File: config.mk
export PLATFORM = sky130hd
export DESIGN_NAME = tod_clock
export DESIGN_NICKNAME = d
export VERILOG_FILES = /design/src/rtl/tod_pkg.sv /design/src/rtl/tod_regs.sv /design/src/rtl/tod_core.sv /design/src/rtl/tod_clock.sv
export SDC_FILE = /design/constraint.sdc
export NUM_CORES = 1
export LEC_CHECK = 0
export ABC_AREA = 1
export BUFFER_PORTS_ARGS = -buffer_cell sky130_fd_sc_hd__buf_2
export CAP_MARGIN = 20
export CORE_MARGIN = 10
export CORE_UTILIZATION = 50
export CTS_CLUSTER_DIAMETER = 150
export DETAILED_ROUTE_END_ITERATION = 10
export GPL_ROUTABILITY_DRIVEN = 0
export MAX_ROUTING_LAYER = met4
export PLACE_DENSITY = 0.72
export SYNTH_ARGS = -nofsm -noshare
export SYNTH_HDL_FRONTEND = slang
export SYNTH_SLANG_ARGS = --single-unit
File: constraint.sdc
create_clock -name clk -period 8 [get_ports clk]
set_clock_uncertainty 0.1 [all_clocks]
set_input_delay 0.4 -clock clk [delete_from_list [all_inputs] [get_ports clk]]
set_output_delay 0.4 -clock clk [all_outputs]
set_load 0.03 [all_outputs]
File: src/rtl/tod_pkg.sv
package tod_pkg;
  localparam int TOD_SEC_W  = 48;
  localparam int TOD_NS_W   = 30;
  localparam int SEC_LO_W   = 32;
  localparam int SEC_HI_W   = TOD_SEC_W - SEC_LO_W;
  localparam int NS_PER_SEC = 1_000_000_000;
  localparam int WRAP_SPAN  = 16;
  localparam int SUM_W      = TOD_NS_W + 3;

  localparam int ADR_CMD    = 0;
  localparam int ADR_SEC_HI = 1;
  localparam int ADR_SEC_LO = 2;
  localparam int ADR_NS     = 3;

  typedef enum logic [1:0] {
    ACT_IDLE  = 2'd0,
    ACT_SAVE  = 2'd1,
    ACT_LOAD  = 2'd2,
    ACT_DELTA = 2'd3
  } tod_act_e;

  typedef struct packed {
    logic [TOD_SEC_W-1:0] sec;
    logic [TOD_NS_W-1:0]  ns;
  } tod_t;

  typedef logic signed [SUM_W-1:0] ns_sum_t;

  localparam logic [TOD_NS_W-1:0] NEG_CODE_MIN = TOD_NS_W'((1 << TOD_NS_W) - WRAP_SPAN);

  // Running nanoseconds as a signed quantity: the top codes stand for -16..-1.
  function automatic ns_sum_t ns_to_signed(input logic [TOD_NS_W-1:0] ns);
    ns_sum_t v;
    v = $signed({{(SUM_W-TOD_NS_W){1'b0}}, ns});
    if (ns >= NEG_CODE_MIN) v = v - ns_sum_t'(1 << TOD_NS_W);
    return v;
  endfunction

  // Shadow nanoseconds word taken as a two's complement offset.
  function automatic ns_sum_t off_to_signed(input logic [TOD_NS_W-1:0] w);
    return $signed({{(SUM_W-TOD_NS_W){w[TOD_NS_W-1]}}, w});
  endfunction

  function automatic logic sum_carries(input ns_sum_t s);
    return s >= ns_sum_t'(NS_PER_SEC);
  endfunction

  function automatic logic sum_borrows(input ns_sum_t s);
    return s < ns_sum_t'(-WRAP_SPAN);
  endfunction

  // Fold a raw nanosecond sum back into a seconds/nanoseconds pair.
  function automatic tod_t tod_fold(input tod_t t, input ns_sum_t s);
    tod_t r;
    r = t;
    if (sum_carries(s)) begin
      r.sec = t.sec + TOD_SEC_W'(1);
      r.ns  = TOD_NS_W'(s - ns_sum_t'(NS_PER_SEC));
    end else if (sum_borrows(s)) begin
      r.sec = t.sec - TOD_SEC_W'(1);
      r.ns  = TOD_NS_W'(s + ns_sum_t'(NS_PER_SEC));
    end else begin
      r.ns  = TOD_NS_W'(s);
    end
    return r;
  endfunction
endpackage

File: src/rtl/tod_regs.sv
module tod_regs
  import tod_pkg::*;
#(
  parameter int ADDR_W = 3,
  parameter int DATA_W = 32
) (
  input  logic              clk,
  input  logic              rst_n,
  input  logic              reg_we,
  input  logic [ADDR_W-1:0] reg_addr,
  input  logic [DATA_W-1:0] reg_wdata,
  output logic [DATA_W-1:0] reg_rdata,
  input  tod_t              live,
  output tod_t              shadow,
  output tod_act_e          act
);
  logic wr_cmd, wr_hi, wr_lo, wr_ns;
  assign wr_cmd = reg_we && (reg_addr == ADDR_W'(ADR_CMD));
  assign wr_hi  = reg_we && (reg_addr == ADDR_W'(ADR_SEC_HI));
  assign wr_lo  = reg_we && (reg_addr == ADDR_W'(ADR_SEC_LO));
  assign wr_ns  = reg_we && (reg_addr == ADDR_W'(ADR_NS));

  // One-shot action: holds a code for exactly one cycle unless rewritten.
  always_ff @(posedge clk) begin
    if (!rst_n) act <= ACT_IDLE;
    else if (wr_cmd) act <= tod_act_e'(reg_wdata[1:0]);
    else act <= ACT_IDLE;
  end

  always_ff @(posedge clk) begin
    if (!rst_n) begin
      shadow <= '0;
    end else if (act == ACT_SAVE) begin
      shadow <= live;
    end else begin
      if (wr_hi) shadow.sec[TOD_SEC_W-1:SEC_LO_W] <= reg_wdata[SEC_HI_W-1:0];
      if (wr_lo) shadow.sec[SEC_LO_W-1:0]         <= reg_wdata[SEC_LO_W-1:0];
      if (wr_ns) shadow.ns                        <= reg_wdata[TOD_NS_W-1:0];
    end
  end

  always_comb begin
    reg_rdata = '0;
    if (reg_addr == ADDR_W'(ADR_CMD))         reg_rdata = DATA_W'(act);
    else if (reg_addr == ADDR_W'(ADR_SEC_HI)) reg_rdata = DATA_W'(shadow.sec[TOD_SEC_W-1:SEC_LO_W]);
    else if (reg_addr == ADDR_W'(ADR_SEC_LO)) reg_rdata = DATA_W'(shadow.sec[SEC_LO_W-1:0]);
    else if (reg_addr == ADDR_W'(ADR_NS))     reg_rdata = DATA_W'(shadow.ns);
  end
endmodule

File: src/rtl/tod_core.sv
module tod_core
  import tod_pkg::*;
#(
  parameter int INC_NS = 8
) (
  input  logic clk,
  input  logic rst_n,
  input  logic trim_up,
  input  logic trim_dn,
  input  logic do_load,
  input  logic do_delta,
  input  tod_t shadow,
  output tod_t live,
  output logic ns_carry,
  output logic ns_borrow
);
  ns_sum_t trim_adj, delta_adj, step_sum;
  tod_t    next_live;

  always_comb begin
    trim_adj  = $signed({{(SUM_W-1){1'b0}}, trim_up}) - $signed({{(SUM_W-1){1'b0}}, trim_dn});
    delta_adj = do_delta ? off_to_signed(shadow.ns) : '0;
    step_sum  = ns_to_signed(live.ns) + ns_sum_t'(INC_NS) + trim_adj + delta_adj;
    next_live = do_load ? shadow : tod_fold(live, step_sum);
  end

  assign ns_carry  = !do_load && sum_carries(step_sum);
  assign ns_borrow = !do_load && sum_borrows(step_sum);

  always_ff @(posedge clk) begin
    if (!rst_n) live <= '0;
    else live <= next_live;
  end
endmodule

File: src/rtl/tod_clock.sv
module tod_clock
  import tod_pkg::*;
#(
  parameter int INC_NS = 8,
  parameter int ADDR_W = 3,
  parameter int DATA_W = 32
) (
  input  logic              clk,
  input  logic              rst_n,
  input  logic              trim_up,
  input  logic              trim_dn,
  input  logic              reg_we,
  input  logic [ADDR_W-1:0] reg_addr,
  input  logic [DATA_W-1:0] reg_wdata,
  output logic [DATA_W-1:0] reg_rdata,
  output logic [TOD_SEC_W-1:0] tod_sec,
  output logic [TOD_NS_W-1:0]  tod_ns
);
  tod_t     live, shadow;
  tod_act_e act;
  logic     do_save, do_load, do_delta, ns_carry, ns_borrow;

  assign do_save  = (act == ACT_SAVE);
  assign do_load  = (act == ACT_LOAD);
  assign do_delta = (act == ACT_DELTA);

  tod_regs #(.ADDR_W(ADDR_W), .DATA_W(DATA_W)) u_regs (
    .clk(clk), .rst_n(rst_n), .reg_we(reg_we), .reg_addr(reg_addr),
    .reg_wdata(reg_wdata), .reg_rdata(reg_rdata), .live(live),
    .shadow(shadow), .act(act)
  );

  tod_core #(.INC_NS(INC_NS)) u_core (
    .clk(clk), .rst_n(rst_n), .trim_up(trim_up), .trim_dn(trim_dn),
    .do_load(do_load), .do_delta(do_delta), .shadow(shadow),
    .live(live), .ns_carry(ns_carry), .ns_borrow(ns_borrow)
  );

  assign tod_sec = live.sec;
  assign tod_ns  = live.ns;
endmodule

# ---- Yosys cells after proc, flatten, opt, wreduce, memory -nomap -nowiden
# Index checks and enable logic that the tools add are counted.
dict set report word_totals {
  in_bits 40
  out_inout_bits 110
  ff_bits 158
}
dict set report op_classes {
  magnitude_cmp 3
  n_addsub 9
  n_mux 14
  reduce_logical 10
  n_eq_ne 6
}
# cell n
set ops {}
lappend ops {{78-bit two-way mux} 3}
lappend ops {{32-bit two-way mux} 4}
lappend ops {{30-bit two-way mux} 3}
lappend ops {{33-bit adder} 2}
lappend ops {{33-bit two-way mux} 2}
lappend ops {{48-bit by 1-bit adder with 48-bit output (second input constant)} 1}
lappend ops {{48-bit two-way mux} 1}
lappend ops {{48-bit by 1-bit subtractor with 48-bit output (second input constant)} 1}
lappend ops {{33-bit by 5-bit adder with 33-bit output (second input constant)} 1}
lappend ops {{33-bit by 31-bit greater-or-equal comparator with 1-bit output (second input constant)} 1}
lappend ops {{33-bit by 5-bit < comparator with 1-bit output (second input constant)} 1}
lappend ops {{30-bit by 31-bit subtractor with 32-bit output (second input constant)} 1}
lappend ops {{30-bit by 28-bit adder with 30-bit output (second input constant)} 1}
lappend ops {{30-bit greater-or-equal comparator (second input constant)} 1}
lappend ops {{30-bit by 28-bit subtractor with 30-bit output (second input constant)} 1}
lappend ops {{16-bit two-way mux} 1}
lappend ops {{3-bit by 2-bit == test with 1-bit output (second input constant)} 2}
lappend ops {{2-bit nonzero test} 3}
lappend ops {{2-bit == test (second input constant)} 2}
lappend ops {{1-bit logical AND} 4}
lappend ops {{3-bit by 1-bit == test with 1-bit output (second input constant)} 1}
lappend ops {{3-bit logical NOT} 1}
lappend ops {{3-bit nonzero test} 1}
lappend ops {{2-bit by 1-bit == test with 1-bit output (second input constant)} 1}
lappend ops {{2 further kinds} 2}

# ---- Logic depth before layout (Yosys ltp)
dict set report depth {
  word_depth 9
  ltp_mapped 46
}

# ---- Cells and area by module
# A second synthesis with hierarchy kept.
dict set report hier_totals {
  cells_unflattened 2800
  area_unflattened_um2 16472.0
}
# module area_per_inst_um2 instances seq_area_each_um2 cells_each
set by_module_without_submodules {}
lappend by_module_without_submodules {tod_core 11671.2 1 1561.5 2001}
lappend by_module_without_submodules {tod_regs 4783.3 1 1601.5 795}
lappend by_module_without_submodules {tod_clock 17.5 1 0.0 4}

# ---- Worst setup path after synthesis
# No wires, ideal clock.
dict set report synth_path {
  path_kind {input to register}
  start {in trim_up}
  end {reg, netlist name u_core.live[69]}
  path_slack_ns 0.178
  path_stages 43
  setup_time_ns 0.132
  arrival_ns 7.590
  cell_sequence {inv_1 > ha_1 > inv_1 > fa_1 > inv_1 > ha_1 > ha_1 > inv_1 > fa_1 > inv_1 > nand3_1 > nand2_1 > nand2_1 > nand2_1 > xnor2_1 > ha_1 > nand3b_1 > nand2_1 > (+7 left out) > nand2_2 > inv_2 > buf_2 > ha_1 > a21o_1 > a31oi_1 > inv_1 > nand3_1 > nand3_1 > a21oi_1 > inv_1 > a21oi_1 > o21bai_1 > or2_2 > nand3_1 > o21ai_0 > nand2_1 > a21oi_1}
}
dict set report synth_via {
  elab_chain_cells 6
}
# item line_no
set synth_rtl {}
lappend synth_rtl {{start, declared} tod_clock.sv:10} ;# input logic trim_up,
lappend synth_rtl {{1-bit by 1-bit subtractor with 2-bit output (*)} tod_core.sv:21} ;# trim_adj = $signed({{(SUM_W-1){1'b0}}, trim_up}) - $signed({{(SUM_W-1){1'b0}}, trim_dn});
lappend synth_rtl {{33-bit adder (*) (2 in series)} tod_core.sv:23} ;# step_sum = ns_to_signed(live.ns) + ns_sum_t'(INC_NS) + trim_adj + delta_adj;
lappend synth_rtl {{33-bit by 31-bit greater-or-equal comparator with 1-bit output} tod_pkg.sv:45} ;# return s >= ns_sum_t'(NS_PER_SEC);
lappend synth_rtl {{78-bit two-way mux} tod_pkg.sv:56} ;# if (sum_carries(s)) begin
lappend synth_rtl {{78-bit two-way mux} tod_core.sv:24} ;# next_live = do_load ? shadow : tod_fold(live, step_sum);
# Mark *: on every way between the ends. The rest lies on a longest branch, timed or not.
# A chain may end at the register's enable or synchronous reset.

# ---- Worst setup path in the final report
dict set report layout_path {
  start {reg u_regs.act[1]}
  end {reg, netlist name u_core.live[74]}
}
dict set report layout_via {
  elab_chain_cells 6
}
# item line_no
set layout_rtl {}
lappend layout_rtl {{start, declared} tod_regs.sv:15} ;# output tod_act_e act
lappend layout_rtl {{start signal, assigned} tod_regs.sv:26} ;# else if (wr_cmd) act <= tod_act_e'(reg_wdata[1:0]);
lappend layout_rtl {{2-bit == test} tod_clock.sv:25} ;# assign do_delta = (act == ACT_DELTA);
lappend layout_rtl {{33-bit two-way mux} tod_core.sv:22} ;# delta_adj = do_delta ? off_to_signed(shadow.ns) : '0;
lappend layout_rtl {{33-bit adder} tod_core.sv:23}
lappend layout_rtl {{33-bit by 31-bit greater-or-equal comparator with 1-bit output} tod_pkg.sv:45}
lappend layout_rtl {{78-bit two-way mux} tod_pkg.sv:56}
lappend layout_rtl {{78-bit two-way mux} tod_core.sv:24}
# Parallel ways exist; a longest one is shown, timed or not.

==> summary.md <==
| Metric | Value |
|---|---|
| Via count of the first global-routing pass | `16,360` |
| CTS sink count | `158` |
| Simple-Gate Fraction of Synth Area | `33.95%` |
| Least-Margin Pin Slew | `1070 ps` |
| Post-synth EDFFs | `0` |
| Final Setup Violations | `0` |
| Mapped Nets | `between 2,000 and 3,000` |
| Chip width | `195.1 um` |
| Global-route wire length before repair | `86,810 um` |
| Die area | `38,050 sq um` |
| Initial antenna violation count | `0` |
| Synth Instances | `2,548` |
| Overflow after GRT | `0` |
| YS warnings | `0` |
| Largest net degree at the start of global routing | `91` |
| Hold Buf Count CTS | `0` |
| Worst-path clk slew | `roughly 70 ps` |
| Row count | `64` |
| Data arrival, critical path | `7770 ps` |
| Synth unique cells | `48` |
| CTS tree | `yes` |
| VDD IR-drop max | `0.2558 mV` |
| Antenna Cells | `0` |
| Slew headroom | `between 20% and 30%` |
| Maxcap violations | `0` |
| Mean Syn Cell Area | `6.013 sq um` |
| Tot Pwr | `around 6 mW` |
| Wire per inst | `18.18 um` |
| CP max stage cell | `fa_1` |
| Largest family of logic cells by synthesized area | `simple AND/OR/NAND/NOR gates` |
| H-Tree Depth | `4` |
| Predominant post-synthesis flop cell | `dfxtp_1` |
| Post-DP HPWL | `44,170 um` |
| Net count, final | `2,840` |
| RSZ-0062 raised after global routing | `no` |
| Routed Antenna Nets | `0` |
| HP Class | `in2reg` |
| Run status | `finished clean` |
| Max FO, Critical Path | `24` |
| Post-synth ARST share | `0%` |
| Initial Util | `roughly half` |
| Yosys top cell area share | `20.64%` |
| Ranking of synthesized cells by area | `dfxtp_1 (21%), nand2_1 (20%), inv_1 (9.1%)` |
| Worst Setup Start Kind | `register` |
| Iter 0 DRT Violations | `1,747` |
| Most numerous cell in the Yosys netlist | `nand2_1` |
| Vias per cell | `~5.7` |
| Fraction of the mapped netlist area in compound gates | `around 17%` |
| Max-slew violations | `0` |
| Layout cells sized above 1 | `9.625%` |
| Setup Fix Bufs, Post-CTS | `0` |
| Total track usage | `28.68%` |
| Synth cell count leaders | `nand2_1 (822), inv_1 (371), nor2_1 (240), a21oi_1 (159), dfxtp_1 (158)` |
| Seq/Total Area, Yosys | `about 21%` |
| Via count | `17,610` |
| Critical path required time | `~8300 ps` |
| Clk buf depth | `2` |
| Post-Syn Area | `roughly 15,000 sq um` |
| Final Hold Fails | `0` |
| Largest stage delay, worst path | `530 ps` |
| Critical setup path kind | `reg2reg` |
| CTS resizes | `0` |
| Leak Pwr | `8.395 nW` |
| Register bit count reported by yosys | `around 160` |
| Min-delay src | `reg_wdata[1]` |
| DRT Wirelength | `55,750 um` |
| Syn-to-layout area delta | `10.80%` |
| Most used cell, CP | `nand2_1` |
| Fmax | `around 130 MHz` |
| Setup crit start | `u_regs.act[1]` |
| Post-synth top area cell | `dfxtp_1` |
| Total CTS buffers | `17` |
| RR Startpoint | `u_regs.act[1]` |
| Core ar. | `30,430 sq um` |
| Pwr per Cell Area | `362.1 nW/um^2` |
| CTS Root Buffer Type | `clkbuf_16` |
| I/O Pins | `150` |
| Mux cell area share after synthesis | `0%` |
| Die Y | `195.1 um` |
| Tmin final | `7498 ps` |
| Drt pass-1 iters | `6` |
| Final Cycle Share | `93.72%` |
| Setup_tns | `0 ps` |
| IO Port Bufs | `149` |
| XOR/XNOR Fraction of Synth Area | `3.756%` |
| DRC Markers | `0` |
| Post-Synth Adder-Cell Area | `13.29%` |
| Fillers | `3,116` |
| Crit end category | `register` |
| Worst-skew pair later-pin latency | `roughly 450 ps` |
==> logic make-up (layout without fill, tap and decap cells) <==
group / count (synthesis) / after routing
buf+inv: 464 / 586
compound gates: 445 / 445
simple gates: 1274 / 1274
flops: 158 / 158
fa+ha+maj: 143 / 143
xor+xnor: 64 / 64
==> worst max-delay path: cells and delay by family (launching register included) <==
| kind | cells | cell delay, ps |
|---|---|---|
| flops | 1 | 390 |
| xor+xnor | 2 | 310 |
| buf+inv | 7 | 970 |
| compound gates | 4 | 750 |
| fa+ha+maj | 5 | 1920 |
| simple gates | 22 | 2980 |
==> through the flow <==
| step | hold slack (ps) | setup WS, ps | util, % | instances | area, sq um |
|---|---|---|---|---|---|
| after floorplan | 355.2 | 177.8 | - | 2548 | 15320 |
| after global placement | 362.5 | 65.16 | 53.81 | 3033 | 16370 |
| after detailed placement | 368.4 | 32.15 | 53.81 | 3033 | 16370 |
| after CTS | 88.56 | 61.40 | 55.61 | 3065 | 16920 |
| after global routing | 117.8 | 68.27 | 55.79 | 3066 | 16980 |
| final | 94.06 | 502.3 | 55.79 | 3066 | 16980 |
==> final timing paths <==
kind | end | slack [ps] | cells after the start
worst min-delay path | u_regs.act[1] | 90 | 3
worst max-delay path | u_core.live[74] | 500 | 40
worst max register to register | u_core.live[74] | 500 | 40
worst min register to register | u_regs.shadow[47] | 380 | 2
==> area by class of cell <==
cell class              instances  area [sq um]  share of cell area, %
clock buffers                  18         439.2                  2.587
clock inverters                14         110.1                 0.6485
inverters                     386          1454                  8.564
multi-input cells            1926         10400                  61.26
flip-flops and latches        158          3166                  18.65
well taps                     396         495.5                  2.918
repair buffers                168         912.1                  5.373
==> layer usage <==
layer	share of wire, %	wire length, um	global-route usage (%)	up-vias
met5	0	0	-	-
met1	40	22560	35.16	8095
li1	-	-	-	8450
met3	8.1	4501	3.220	185
met2	47	25940	46.66	876
met4	4.9	2743	12.84	0
==> flip-flops by register name, indices dropped and copies added (netlist names) <==
name,cells
u_regs.shadow,78
u_regs.act,2
u_core.live,78
==> power by group <==
part | leakage [nW] | switching [mW] | internal (mW)
registers | 1.30 | 0.292 | 0.968
logic | 6.84 | 2.78 | 1.33
clock network | 0.265 | 0.370 | 0.410
total | 8.40 | 3.44 | 2.71
==> layout by cell type, fill, tap and decap left out, drive strengths merged <==
master and instances:
o221ai 10, or2 12, o21ai 120, clkbuf 18, a21boi 4, o2111ai 1
a211oi 1, nor3 20, a221oi 3, dfxtp 158, a21oi 159, nor2 241
a21o 6, o22ai 3, nand3b 7, nand3 123, a22o 9, o21bai 11
fa 33, nor4 9, and3 2, a311oi 1, ha 110, o31ai 6
a31oi 93, inv 386, buf 168, xnor2 19, xor2 45, clkinvlp 3
clkinv 11, and2 3, o21a 8, o211ai 10, nand2 833, nand4 24
Note: power is estimated with default switching activity, not from simulation.
